File: config.mk
export PLATFORM = sky130hd
export DESIGN_NAME = pe_frame_ctrl
export DESIGN_NICKNAME = d
export VERILOG_FILES = /design/src/rtl/fm_pkg.sv /design/src/rtl/fm_lookup.sv /design/src/rtl/fm_table.sv /design/src/rtl/pe_frame_ctrl.sv
export SDC_FILE = /design/constraint.sdc
export NUM_CORES = 1
export LEC_CHECK = 0
export ABC_AREA = 0
export BUFFER_PORTS_ARGS = -buffer_cell sky130_fd_sc_hd__buf_4
export CORE_MARGIN = 8
export CORE_UTILIZATION = 35
export DETAILED_ROUTE_END_ITERATION = 6
export GPL_TIMING_DRIVEN = 0
export PLACE_DENSITY = 0.62
export SYNTH_ARGS = -nofsm -noshare
export SYNTH_HDL_FRONTEND = slang
export SYNTH_SLANG_ARGS = --single-unit
File: constraint.sdc
create_clock -name clk -period 3.6 [get_ports clk]
set_input_delay 0.54 -clock clk [delete_from_list [all_inputs] [get_ports clk]]
set_output_delay 0.54 -clock clk [all_outputs]
set_load 0.005 [all_outputs]
File: src/rtl/fm_pkg.sv
package fm_pkg;
    localparam int ACT_W  = 3;
    localparam int SLOT_W = 5;
    localparam int DATA_W = 16;
    localparam int PE_W   = 2;
    localparam int NUM_ACT = 1 << ACT_W;

    localparam logic [2:0] PREFIX_LOCAL = 3'b011;
    localparam logic [1:0] KIND_CTRL    = 2'b00;
    localparam logic [1:0] KIND_WRITE   = 2'b01;

    typedef struct packed {
        logic              alloc;
        logic              release_f;
        logic              iram_wr;
        logic              frm_wr;
        logic [SLOT_W-1:0] slot;
        logic [ACT_W-1:0]  act;
        logic [DATA_W-1:0] data;
    } cmd_t;

    function automatic cmd_t decode_tok(input logic v,
                                        input logic [15:0] f1,
                                        input logic [15:0] f2,
                                        input logic [PE_W-1:0] pe);
        cmd_t c;
        c = '0;
        if (v && f1[15:13] == PREFIX_LOCAL && f1[12:11] == pe) begin
            case (f1[10:9])
                KIND_CTRL: begin
                    c.alloc     = !f1[8];
                    c.release_f = f1[8];
                end
                KIND_WRITE: begin
                    c.iram_wr = !f1[8];
                    c.frm_wr  = f1[8];
                end
                default: ;
            endcase
        end
        c.slot = f1[7:3];
        c.act  = f1[2:0];
        c.data = f2;
        return c;
    endfunction
endpackage

File: src/rtl/fm_lookup.sv
module fm_lookup
    import fm_pkg::*;
#(
    parameter int NUM_FRAMES = 4,
    localparam int FRAME_W = (NUM_FRAMES > 1) ? $clog2(NUM_FRAMES) : 1
) (
    input  logic [NUM_FRAMES-1:0]            vld,
    input  logic [NUM_FRAMES-1:0][ACT_W-1:0] owner,
    input  logic [ACT_W-1:0]                 act,
    output logic                             hit,
    output logic [FRAME_W-1:0]               frame
);
    always_comb begin
        hit   = 1'b0;
        frame = '0;
        for (int f = NUM_FRAMES - 1; f >= 0; f--) begin
            if (vld[f] && owner[f] == act) begin
                hit   = 1'b1;
                frame = FRAME_W'(f);
            end
        end
    end
endmodule

File: src/rtl/fm_table.sv
module fm_table
    import fm_pkg::*;
#(
    parameter int NUM_FRAMES = 4,
    localparam int FRAME_W = (NUM_FRAMES > 1) ? $clog2(NUM_FRAMES) : 1
) (
    input  logic                             clk,
    input  logic                             rst,
    input  logic                             alloc,
    input  logic [ACT_W-1:0]                 alloc_act,
    input  logic                             rel_a,
    input  logic [ACT_W-1:0]                 rel_a_act,
    input  logic                             rel_b,
    input  logic [ACT_W-1:0]                 rel_b_act,
    output logic                             alloc_reject,
    output logic [NUM_FRAMES-1:0]            vld,
    output logic [NUM_FRAMES-1:0][ACT_W-1:0] owner
);
    logic               already;
    logic               any_idle;
    logic [FRAME_W-1:0] idle_idx;
    logic               dup_frame;

    fm_lookup #(.NUM_FRAMES(NUM_FRAMES)) u_self (
        .vld(vld), .owner(owner), .act(alloc_act),
        .hit(already), .frame(dup_frame_idx)
    );
    logic [FRAME_W-1:0] dup_frame_idx;
    assign dup_frame = already;

    always_comb begin
        any_idle = 1'b0;
        idle_idx = '0;
        for (int f = NUM_FRAMES - 1; f >= 0; f--) begin
            if (!vld[f]) begin
                any_idle = 1'b1;
                idle_idx = FRAME_W'(f);
            end
        end
    end

    assign alloc_reject = alloc && (dup_frame || !any_idle);

    always_ff @(posedge clk) begin
        if (rst) begin
            vld   <= '0;
            owner <= '0;
        end else begin
            for (int f = 0; f < NUM_FRAMES; f++) begin
                if (vld[f] && ((rel_a && owner[f] == rel_a_act) ||
                               (rel_b && owner[f] == rel_b_act)))
                    vld[f] <= 1'b0;
            end
            if (alloc && !alloc_reject) begin
                vld[idle_idx]   <= 1'b1;
                owner[idle_idx] <= alloc_act;
            end
        end
    end
endmodule

File: src/rtl/pe_frame_ctrl.sv
module pe_frame_ctrl
    import fm_pkg::*;
#(
    parameter int NUM_FRAMES = 4,
    parameter logic [PE_W-1:0] PE_ID = 2'd1,
    localparam int FRAME_W = (NUM_FRAMES > 1) ? $clog2(NUM_FRAMES) : 1
) (
    input  logic               clk,
    input  logic               rst,
    input  logic               tok_valid,
    input  logic [15:0]        tok_flit1,
    input  logic [15:0]        tok_flit2,
    input  logic               free_req,
    input  logic [ACT_W-1:0]   free_act,
    input  logic [ACT_W-1:0]   lk_act,
    output logic               lk_hit,
    output logic [FRAME_W-1:0] lk_frame,
    output logic               iram_we,
    output logic [SLOT_W-1:0]  iram_addr,
    output logic [DATA_W-1:0]  iram_data,
    output logic               frm_we,
    output logic [FRAME_W-1:0] frm_idx,
    output logic [SLOT_W-1:0]  frm_slot,
    output logic [DATA_W-1:0]  frm_data,
    output logic               ovf_flag,
    output logic               fault_flag
);
    cmd_t                             cmd;
    logic                             alloc_reject;
    logic [NUM_FRAMES-1:0]            tbl_vld;
    logic [NUM_FRAMES-1:0][ACT_W-1:0] tbl_owner;
    logic                             wr_hit;
    logic [FRAME_W-1:0]               wr_frame;

    assign cmd = decode_tok(tok_valid, tok_flit1, tok_flit2, PE_ID);

    fm_table #(.NUM_FRAMES(NUM_FRAMES)) u_table (
        .clk(clk), .rst(rst),
        .alloc(cmd.alloc), .alloc_act(cmd.act),
        .rel_a(cmd.release_f), .rel_a_act(cmd.act),
        .rel_b(free_req), .rel_b_act(free_act),
        .alloc_reject(alloc_reject),
        .vld(tbl_vld), .owner(tbl_owner)
    );

    fm_lookup #(.NUM_FRAMES(NUM_FRAMES)) u_wr_lk (
        .vld(tbl_vld), .owner(tbl_owner), .act(cmd.act),
        .hit(wr_hit), .frame(wr_frame)
    );

    fm_lookup #(.NUM_FRAMES(NUM_FRAMES)) u_ext_lk (
        .vld(tbl_vld), .owner(tbl_owner), .act(lk_act),
        .hit(lk_hit), .frame(lk_frame)
    );

    always_ff @(posedge clk) begin
        if (rst) begin
            iram_we    <= 1'b0;
            iram_addr  <= '0;
            iram_data  <= '0;
            frm_we     <= 1'b0;
            frm_idx    <= '0;
            frm_slot   <= '0;
            frm_data   <= '0;
            ovf_flag   <= 1'b0;
            fault_flag <= 1'b0;
        end else begin
            iram_we <= cmd.iram_wr;
            frm_we  <= cmd.frm_wr && wr_hit;
            if (cmd.iram_wr) begin
                iram_addr <= cmd.slot;
                iram_data <= cmd.data;
            end
            if (cmd.frm_wr && wr_hit) begin
                frm_idx  <= wr_frame;
                frm_slot <= cmd.slot;
                frm_data <= cmd.data;
            end
            if (alloc_reject)
                ovf_flag <= 1'b1;
            if (cmd.frm_wr && !wr_hit)
                fault_flag <= 1'b1;
        end
    end
endmodule

# Word level (Yosys, flattened, before mapping)
# Index checks and enable logic that the tools add are counted.
# word_totals
register_bits	64
elab_cells	110
out_inout_bits	51
ram_bits	0
input_bits	42
romBits	0
latch_bits	0
n_memories	0
# classes
muxes	41
reduce_logical	37
n_addsub	0
div	0
bitwise	1
shifts	0
order_cmp	2
eq_ne	15
n_mul	0
# ops
cell	n
3-bit equality test	12
2-bit 2-to-1 mux	14
1-bit logical AND	27
1-bit 2-to-1 mux	21
12-bit bitwise mux	1
4-bit 2-to-1 mux	2
3-bit demux with 2-bit select	1
1-bit logical OR	5
2-bit by 1-bit equality test with 1-bit output (second input constant)	2
1-bit zero test	4
4-bit OR	1
3-bit by 2-bit equality test with 1-bit output (second input constant)	1
2-bit by 3-bit less-than comparator with 1-bit output (second input constant)	1
3-bit 2-to-1 mux	1
1-bit demux with 2-bit select	1
2-bit by 1-bit >= comparator with 1-bit output (second input constant)	1
2-bit zero test	1

# Longest topological paths before layout
# Gate-level depths: netlist of the first run.
# depth
word_depth	11
mapped_depth	8
ltp_nobuf	5

# Hierarchy
# A second synthesis of the first run with hierarchy kept.
# hier_totals
hier_cells	409
area_unflattened_um2	3876.2
# by_module_without_submodules
module	instances	seq_area_each_um2	cells_each	area_per_inst_um2
pe_frame_ctrl	1	960.9	233	2177.1
fm_table	1	320.3	104	967.2
fm_lookup	3	0.0	24	244.0

# Least setup slack after synthesis of the first run
# OpenSTA, ideal clock, no wires.
# synth_timing
path_type	input to register
from	in tok_flit1[2]
to	reg frm_data[14]
stages	8
t_required_ns	3.468
arrival_time_ns	2.044
path_buffers	3
setup_ns	0.132
slack_ns	1.424
cell_sequence	buf_2 -> xor2_1 -> or4b_4 -> and4_4 -> buf_6 -> clkbuf_1 -> o21ai_0 -> a21oi_1
# synth_between
elab_chain_len	7
elab_cells_between_ends	13
classes_between	eq/ne (4); mux (4); reduce/logical (5)
# synth_rtl
element	line_no	text
start: declaration	pe_frame_ctrl.sv:11	input logic [15:0] tok_flit1,
3-bit equality test	fm_lookup.sv:17	if (vld[f] && owner[f] == act) begin
1-bit logical AND	fm_lookup.sv:17	
1-bit 2-to-1 mux (3 in series)	fm_lookup.sv:17	
1-bit 2-to-1 mux *	fm_lookup.sv:17	
1-bit logical AND *	pe_frame_ctrl.sv:74	if (cmd.frm_wr && wr_hit) begin
end signal: assignment	pe_frame_ctrl.sv:77	frm_data <= cmd.data;
end: declaration	pe_frame_ctrl.sv:24	output logic [DATA_W-1:0] frm_data,
# Mark *: on every way between the ends. The rest lies on a longest branch, timed or not.
# A chain may end at the register's enable or synchronous reset.

# Worst setup path in the final report of the first run
# layout_timing
from	reg u_table.owner[9] in the netlist's numbering
to	out lk_frame[0]
# layout_between
elab_chain_len	6
# layout_rtl
element	line_no	text
start: declaration	fm_table.sv:17	output logic [NUM_FRAMES-1:0][ACT_W-1:0] owner
start signal: indexed assignment	fm_table.sv:56	owner[idle_idx] <= alloc_act;
3-bit equality test	fm_lookup.sv:17	
1-bit logical AND	fm_lookup.sv:17	
2-bit 2-to-1 mux (4 in series)	fm_lookup.sv:17	
end: declaration	pe_frame_ctrl.sv:17	output logic [FRAME_W-1:0] lk_frame,
# Every way passes these cells.

==> impl_metrics.env, run 1 <==
export IMPL_cts_hold_buf=0
export IMPL_cts_resized=0
export IMPL_hp_class="register to register"
export IMPL_finalWorstSetupSlack_ns=1.46
export IMPL_grt_pass1_vias=3099
export IMPL_final_area_sq_um=3930
export IMPL_slew_headroom=0.485
export IMPL_grt_ovfl_total=0
export IMPL_antenna_found_initial=0
export IMPL_dp_hpwl_um=7090
export IMPL_drtIter0Drc=107
export IMPL_maxCapViolations=0
export IMPL_critPathCaptureType="output pin"
export IMPL_htree_levels=3
export IMPL_final_setup_tns_ns=0
export IMPL_outcome="complete, no violations"
export IMPL_finalCritPeriodShare=0.594
export IMPL_cts_tree="built"
export IMPL_syn_to_final_growth_pct=31.6
export IMPL_grt_usage=0.162
export IMPL_peakVddDrop_mv=0.235
export IMPL_core_area_sq_um=8260
export IMPL_wl_um=9410
export IMPL_post_cts_buffers=0
export IMPL_grt_first_pass_wirelength_um=15200
export IMPL_p_per_area_nw_per_um2=358
export IMPL_num_vias=2986
export IMPL_route_detailed_vias_per_inst=5.23
export IMPL_ant_nets=0
export IMPL_rsz0062_at_grt="false"
export IMPL_die_area_sq_um=11700
export IMPL_gp_congestion=0.865
export IMPL_seq_area_frac_synth=0.430
export IMPL_yosys_warnings=0
export IMPL_drcViolationCount=0
export IMPL_maxSlewViolCount=0
export IMPL_synth_distinct_cells=32
export IMPL_root_buffer="clkbuf_8"
export IMPL_ys_seq_elements=64
export IMPL_fmaxAchievable_mhz=468
export IMPL_drt_pre_antenna_iters=6
export IMPL_clk_pin_slew_ns=0.08
export IMPL_p_leak_nw=1.45
export IMPL_hold_slack_ns=0.448
export IMPL_io_buffer_count=83
export IMPL_start_util=0.361
export IMPL_placed_area_sq_um=3740
export IMPL_post_route_min_period_ns=2.14
export IMPL_skew_ns=0.0150
export IMPL_pre_cts_slack_ns=1.11
export IMPL_critPathRequiredTime_ns=3.06
export IMPL_die_h_um=108
export IMPL_clock_sinks=64
export IMPL_synthCells=367
export IMPL_syn_nets=409
export IMPL_fp_row_count=33
export IMPL_synth_area_per_cell_sq_um=8.13
export IMPL_path_class="register to output pin"
export IMPL_die_x_um=108
export IMPL_clk_path_buf_depth=2
export IMPL_numCtsBuffers=9
export IMPL_arrival_ns=1.60
export IMPL_finalHoldViolCount=0
export IMPL_cp_start_kind="register"
export IMPL_syn_area_sq_um=2980
export IMPL_path_max_fanout=4
export IMPL_finalSetupViolCount=0
export IMPL_n_antenna_cell=0
export IMPL_tightest_slew_ns=0.762
export IMPL_wl_per_cell_um=16.5
export IMPL_drive_above_1_share=0.238
export IMPL_io_pins=93
export IMPL_grt_max_degree=12
export IMPL_nets=503
export IMPL_worstSkewPairLatency_ns=0.34
==> metal layers <==
metal	GRT usage	vias to the layer above	routed length (um)	share of wire
met5	0	-	0	0
met2	0.259	108	4290	0.46
met4	0.0567	0	90	0.0096
met1	0.191	1414	4140	0.44
met3	0.0690	11	898	0.095
li1	-	1453	-	-
==> cell usage in the layout (no fill, tap or decap), types with 9 or more instances in the layout <==
cell type / n
clkbuf_1: 23
xnor2_1: 30
nand2_1: 70
o21ai_0: 31
dfxtp_1: 64
buf_4: 83
clkbuf_8: 9
nand4_1: 17
nand3_1: 10
nor2_1: 10
a21oi_1: 57
==> where the power goes <==
| part | switching (mW) | leakage [nW] | internal [mW] |
|---|---|---|---|
| Clock | 0.283 | 0.0973 | 0.320 |
| Combinational | 0.0497 | 0.836 | 0.0459 |
| Sequential | 0.000278 | 0.515 | 0.708 |
==> Yosys cell counts <==
master     number  area [sq um]
dfxtp_1        64          1280
and3_1          1          6.26
a41oi_1         2          17.5
inv_1           3          11.3
or4b_2          3          30.0
and2_1          1          6.26
nor3_1          3          15.0
and4b_1         1          10.0
nand4bb_1       3          33.8
a311oi_1        1          8.76
a41oi_2         1          16.3
nor4b_1         1          8.76
nand2_1        70           263
clkbuf_1       21          78.8
nand3_1        10          50.1
xor2_1          6          52.6
and4_4          1          11.3
nor4_1          2          12.5
nand3b_1        2          15.0
a21oi_1        57           285
nand4_1        17           106
buf_1           1          3.75
nor4bb_1        2          20.0
buf_6           3          33.8
buf_2           5          25.0
xnor2_1        30           263
o21ai_0        31           155
mux2i_1         6          60.1
or4b_4          1          13.8
nand2b_1        7          43.8
nor2_1         10          37.5
a21boi_0        1          7.51
==> logic make-up (layout without fill, tap and decap cells) <==
kind of cell / count (synthesis) / in the layout / synth area share
xor+xnor: 36 / 36 / 0.106
flops: 64 / 64 / 0.430
mux: 6 / 6 / 0.0201
simple gates: 135 / 135 / 0.229
compound gates: 93 / 93 / 0.164
buf+inv: 33 / 132 / 0.0512
==> layout make-up <==
cell class / instances / area (sq um)
clock buffers: 11 / 131
flip-flops and latches: 64 / 1280
multi-input cells: 270 / 1550
well taps: 105 / 131
plain buffers: 30 / 141
repair buffers: 83 / 623
inverters: 3 / 11.3
fillers: 856 / 4330
clock inverters: 5 / 57.6
==> path summary, 6_finish.rpt <==
kind / slack, ns / from / depth (start not counted) / end
hold / removal: 0.45 / ovf_flag / 2 / ovf_flag
hold reg to reg: 0.45 / ovf_flag / 2 / ovf_flag
setup / recovery: 1.46 / u_table.owner[9] / 5 / lk_frame[0]
setup reg to reg: 1.48 / u_table.owner[9] / 7 / frm_data[4]
==> critical path, stage by stage (launching register included) <==
cell and delay, ns:
dfxtp_1 0.45, xnor2_1 0.15, nand4_1 0.15, nand2b_1 0.17
a21boi_0 0.19, buf_4 0.14
==> metrics by stage <==
stage,utilization,instances,power (mW)
after floorplan,-,367,0.772
after global placement,0.453,555,0.819
after detailed placement,0.453,555,0.820
after CTS,0.475,571,1.42
after global routing,0.475,571,1.46
final,0.475,571,1.41
==> state kept, by name, summed over array words and instances (netlist names), 2 cells and up <==
| signal | cells |
|---|---|
| iram_addr | 5 |
| frm_slot | 5 |
| frm_data | 16 |
| frm_idx | 2 |
| u_table.vld | 4 |
| u_table.owner | 12 |
| iram_data | 16 |
Power figures use the tool's default switching activity.
==> run 2: changes to the inputs <==
--- a/config.mk
+++ b/config.mk
@@ -5,13 +5,13 @@
 export SDC_FILE = /design/constraint.sdc
 export NUM_CORES = 1
 export LEC_CHECK = 0
-export ABC_AREA = 0
+export ABC_AREA = 1
 export BUFFER_PORTS_ARGS = -buffer_cell sky130_fd_sc_hd__buf_4
 export CORE_MARGIN = 8
 export CORE_UTILIZATION = 35
 export DETAILED_ROUTE_END_ITERATION = 6
 export GPL_TIMING_DRIVEN = 0
-export PLACE_DENSITY = 0.62
+export PLACE_DENSITY = 0.64
 export SYNTH_ARGS = -nofsm -noshare
 export SYNTH_HDL_FRONTEND = slang
 export SYNTH_SLANG_ARGS = --single-unit
==> constraint.sdc (replaced) <==
create_clock -name clk -period 1.8 [get_ports clk]
set_input_delay 0.27 -clock clk [delete_from_list [all_inputs] [get_ports clk]]
set_output_delay 0.27 -clock clk [all_outputs]
set_load 0.005 [all_outputs]
==> impl_metrics.env, run 2 <==
export IMPL_hp_start="tok_flit1[4]"
export IMPL_cp_start_kind="register"
export IMPL_final_common_cell="buf_4"
export IMPL_synth_edf_count=0
export IMPL_drcViolationCount=0
export IMPL_tightest_slew_ns=0.593
export IMPL_n_antenna_cell=0
export IMPL_clock_sinks=64
export IMPL_placed_area_sq_um=3820
export IMPL_drive_above_1_share=0.284
export IMPL_slowest_delay_ns=0.37
export IMPL_skew_ns=0.0123
export IMPL_p_leak_nw=1.88
export IMPL_yosys_warnings=0
export IMPL_ys_seq_elements=64
export IMPL_rsz0062_at_grt="true"
export IMPL_synth_top_family_by_area="simple AND/OR/NAND/NOR gates"
export IMPL_finalHoldViolCount=0
export IMPL_finalWorstSetupSlack_ns=-0.0116
export IMPL_cts_tree="built"
export IMPL_violations="setup timing"
export IMPL_drtIter0Drc=185
export IMPL_io_buffer_count=85
export IMPL_pre_cts_slack_ns=-0.00294
export IMPL_path_max_fanout=5
export IMPL_die_h_um=109
export IMPL_clk_pin_slew_ns=0.07
export IMPL_crit_chain="inv_4 > o22ai_4 > nor4_4 > nand2_1 > a21boi_1 > buf_4"
export IMPL_hp_class="input port to register"
export IMPL_grt_ovfl_total=0
export IMPL_die_x_um=109
export IMPL_synth_area_per_cell_sq_um=7.35
export IMPL_numCtsBuffers=9
export IMPL_finalSetupViolCount=1
export IMPL_synthCells=415
export IMPL_gp_congestion=0.846
export IMPL_ys_top_cells_by_count="nor2_1 (75), dfxtp_1 (64), nand2_1 (61), inv_1 (43), a21oi_1 (40)"
export IMPL_r2r_slack_ns=0.13
export IMPL_finalCritPeriodShare=1.01
export IMPL_maxSlewViolCount=0
export IMPL_post_route_min_period_ns=1.81
export IMPL_synthSimpleGateAreaFrac=0.271
export IMPL_slew_headroom=0.602
export IMPL_synthAdderAreaFrac=0
export IMPL_grt_usage=0.145
export IMPL_outcome="complete, but fails checks"
export IMPL_grt_max_degree=12
export IMPL_cp_slowest_cell="dfxtp_4"
export IMPL_synthMuxAreaShare=0
export IMPL_grt_first_pass_wirelength_um=13800
export IMPL_layout_common_cells="buf_4 (88), nor2_1 (75), nand2_1 (61)"
export IMPL_clk_path_buf_depth=2
export IMPL_num_vias=3005
export IMPL_syn_to_final_growth_pct=34.2
export IMPL_arrival_ns=1.54
export IMPL_reg_top3="frm_data (16), iram_data (16), u_table.owner (12)"
export IMPL_synth_main_ff_cell="dfxtp_1"
export IMPL_synth_distinct_cells=34
export IMPL_wl_um=8980
export IMPL_path_class="register to output pin"
export IMPL_yosys_area_top_type="dfxtp_1"
export IMPL_antenna_found_initial=0
export IMPL_root_buffer="clkbuf_8"
export IMPL_die_area_sq_um=12000
export IMPL_io_pins=93
export IMPL_ant_nets=0
export IMPL_htree_levels=3
export IMPL_r2r_cells=11
export IMPL_worstSkewPairLatency_ns=0.35
export IMPL_nets=554
export IMPL_wl_per_cell_um=14.4
export IMPL_final_setup_tns_ns=-0.0116
export IMPL_ys_top_cells_by_area="dfxtp_1 (42%), nor2_1 (9.2%), nand2_1 (7.5%), a21oi_1 (6.6%), o21ai_0 (5.9%)"
export IMPL_peakVddDrop_mv=0.257
export IMPL_route_detailed_vias_per_inst=4.81
export IMPL_syn_area_sq_um=3050
export IMPL_hold_path_depth=3
export IMPL_r2r_end="u_table.owner[2]"
export IMPL_r2r_start="u_table.owner[10]"
export IMPL_drt_pre_antenna_iters=4
export IMPL_critPathCaptureType="output pin"
export IMPL_critPathRequiredTime_ns=1.53
export IMPL_maxCapViolations=0
export IMPL_synth_xor_area_frac=0.0344
export IMPL_yosysMostFrequentCell="nor2_1"
export IMPL_yosysTopAreaCellShare=0.420
export IMPL_start_util=0.355
export IMPL_dp_hpwl_um=6890
export IMPL_async_flop_share=0
export IMPL_syn_nets=457
export IMPL_synth_compound_area_frac=0.174
export IMPL_seq_area_frac_synth=0.420
export IMPL_hold_slack_ns=0.175
export IMPL_final_area_sq_um=4100
export IMPL_fp_row_count=34
export IMPL_min_to="frm_slot[1]"
export IMPL_grt_pass1_vias=2744
export IMPL_fmaxAchievable_mhz=552
export IMPL_p_per_area_nw_per_um2=699
export IMPL_core_area_sq_um=8590
[run 2: cell types whose count changed in the layout (fill, tap and decap cells not counted), sizes merged, moves of 6 or more]
cell,delta
nor2,+68
o21ai,+14
mux2i,-6
o22ai,+7
xnor2,-22
a21oi,-17
nand2,-7
clkbuf,-10
inv,+45
nand2b,-6
[run 2: cell type report]
class | instances | area (sq um)
well taps | 108 | 135
fillers | 906 | 4500
repair buffers | 86 | 646
plain buffers | 20 | 123
multi-input cells | 282 | 1510
inverters | 49 | 189
flip-flops and latches | 64 | 1300
clock buffers | 11 | 141
clock inverters | 5 | 56.3
[run 2: cells by family (layout without fill, tap and decap cells)]
| family | count (synthesis) | after routing |
|---|---|---|
| and+or+nand+nor | 171 | 171 |
| AOI/OAI and AO/OA | 99 | 99 |
| buffers and inverters | 69 | 171 |
| DFF | 64 | 64 |
| xor gates and xnor gates | 12 | 12 |
[run 2: worst max path at each step]
| stage | startpoint | end | slack (ns) | cells after the start |
|---|---|---|---|---|
| after floorplan | tok_flit1[0] | frm_data[14] | 0.38 | 11 |
| after global placement | rst | iram_data[8] | 0.02 | 5 |
| after detailed placement | rst | iram_data[8] | -0.003 | 5 |
| after CTS | u_table.vld[3] | lk_frame[0] | 0.0008 | 5 |
| after global routing | u_table.owner[10] | lk_frame[0] | -0.07 | 6 |
| final | u_table.owner[10] | lk_frame[0] | -0.01 | 6 |
[run 2: worst max-delay path: cells and delay by family, from the launching register on]
kind / cells / cell delay [ns]
buffers and inverters: 2 / 0.20
and+or+nand+nor: 2 / 0.41
AOI/OAI and AO/OA: 2 / 0.22
DFF: 1 / 0.37
[run 2: stage by stage]
step | std cells | total power, mW | util
6_report | 625 | 2.86 | 0.477
5_1_grt | 625 | 2.97 | 0.477
4_1_cts | 624 | 2.89 | 0.470
3_5_place_dp | 608 | 1.65 | 0.445
3_3_place_gp | 608 | 1.65 | 0.445
2_1_floorplan | 415 | 1.55 | -
[run 2: where the power goes]
group          internal [mW]  switching (mW)
Clock                  0.675           0.565
Combinational         0.0914           0.119
Sequential              1.41        0.000844
Total                   2.18           0.684
[run 2: per-layer routing]
| metal | part of all wire | routed length (um) | vias to the layer above | GRT usage |
|---|---|---|---|---|
| li1 | - | - | 1540 | - |
| met1 | 0.43 | 3860 | 1356 | 0.178 |
| met2 | 0.48 | 4320 | 99 | 0.233 |
| met3 | 0.078 | 696 | 10 | 0.0404 |
| met4 | 0.012 | 104 | 0 | 0.0598 |
| met5 | 0 | 0 | - | 0 |
[run 2: what timing repair did]
action | CTS | global route
resized for setup | 9 | 15
hold buffers | 0 | 0
endpoints found under the setup margin | 3 | 3
setup buffers | 0 | 1
pin swaps | 1 | 6
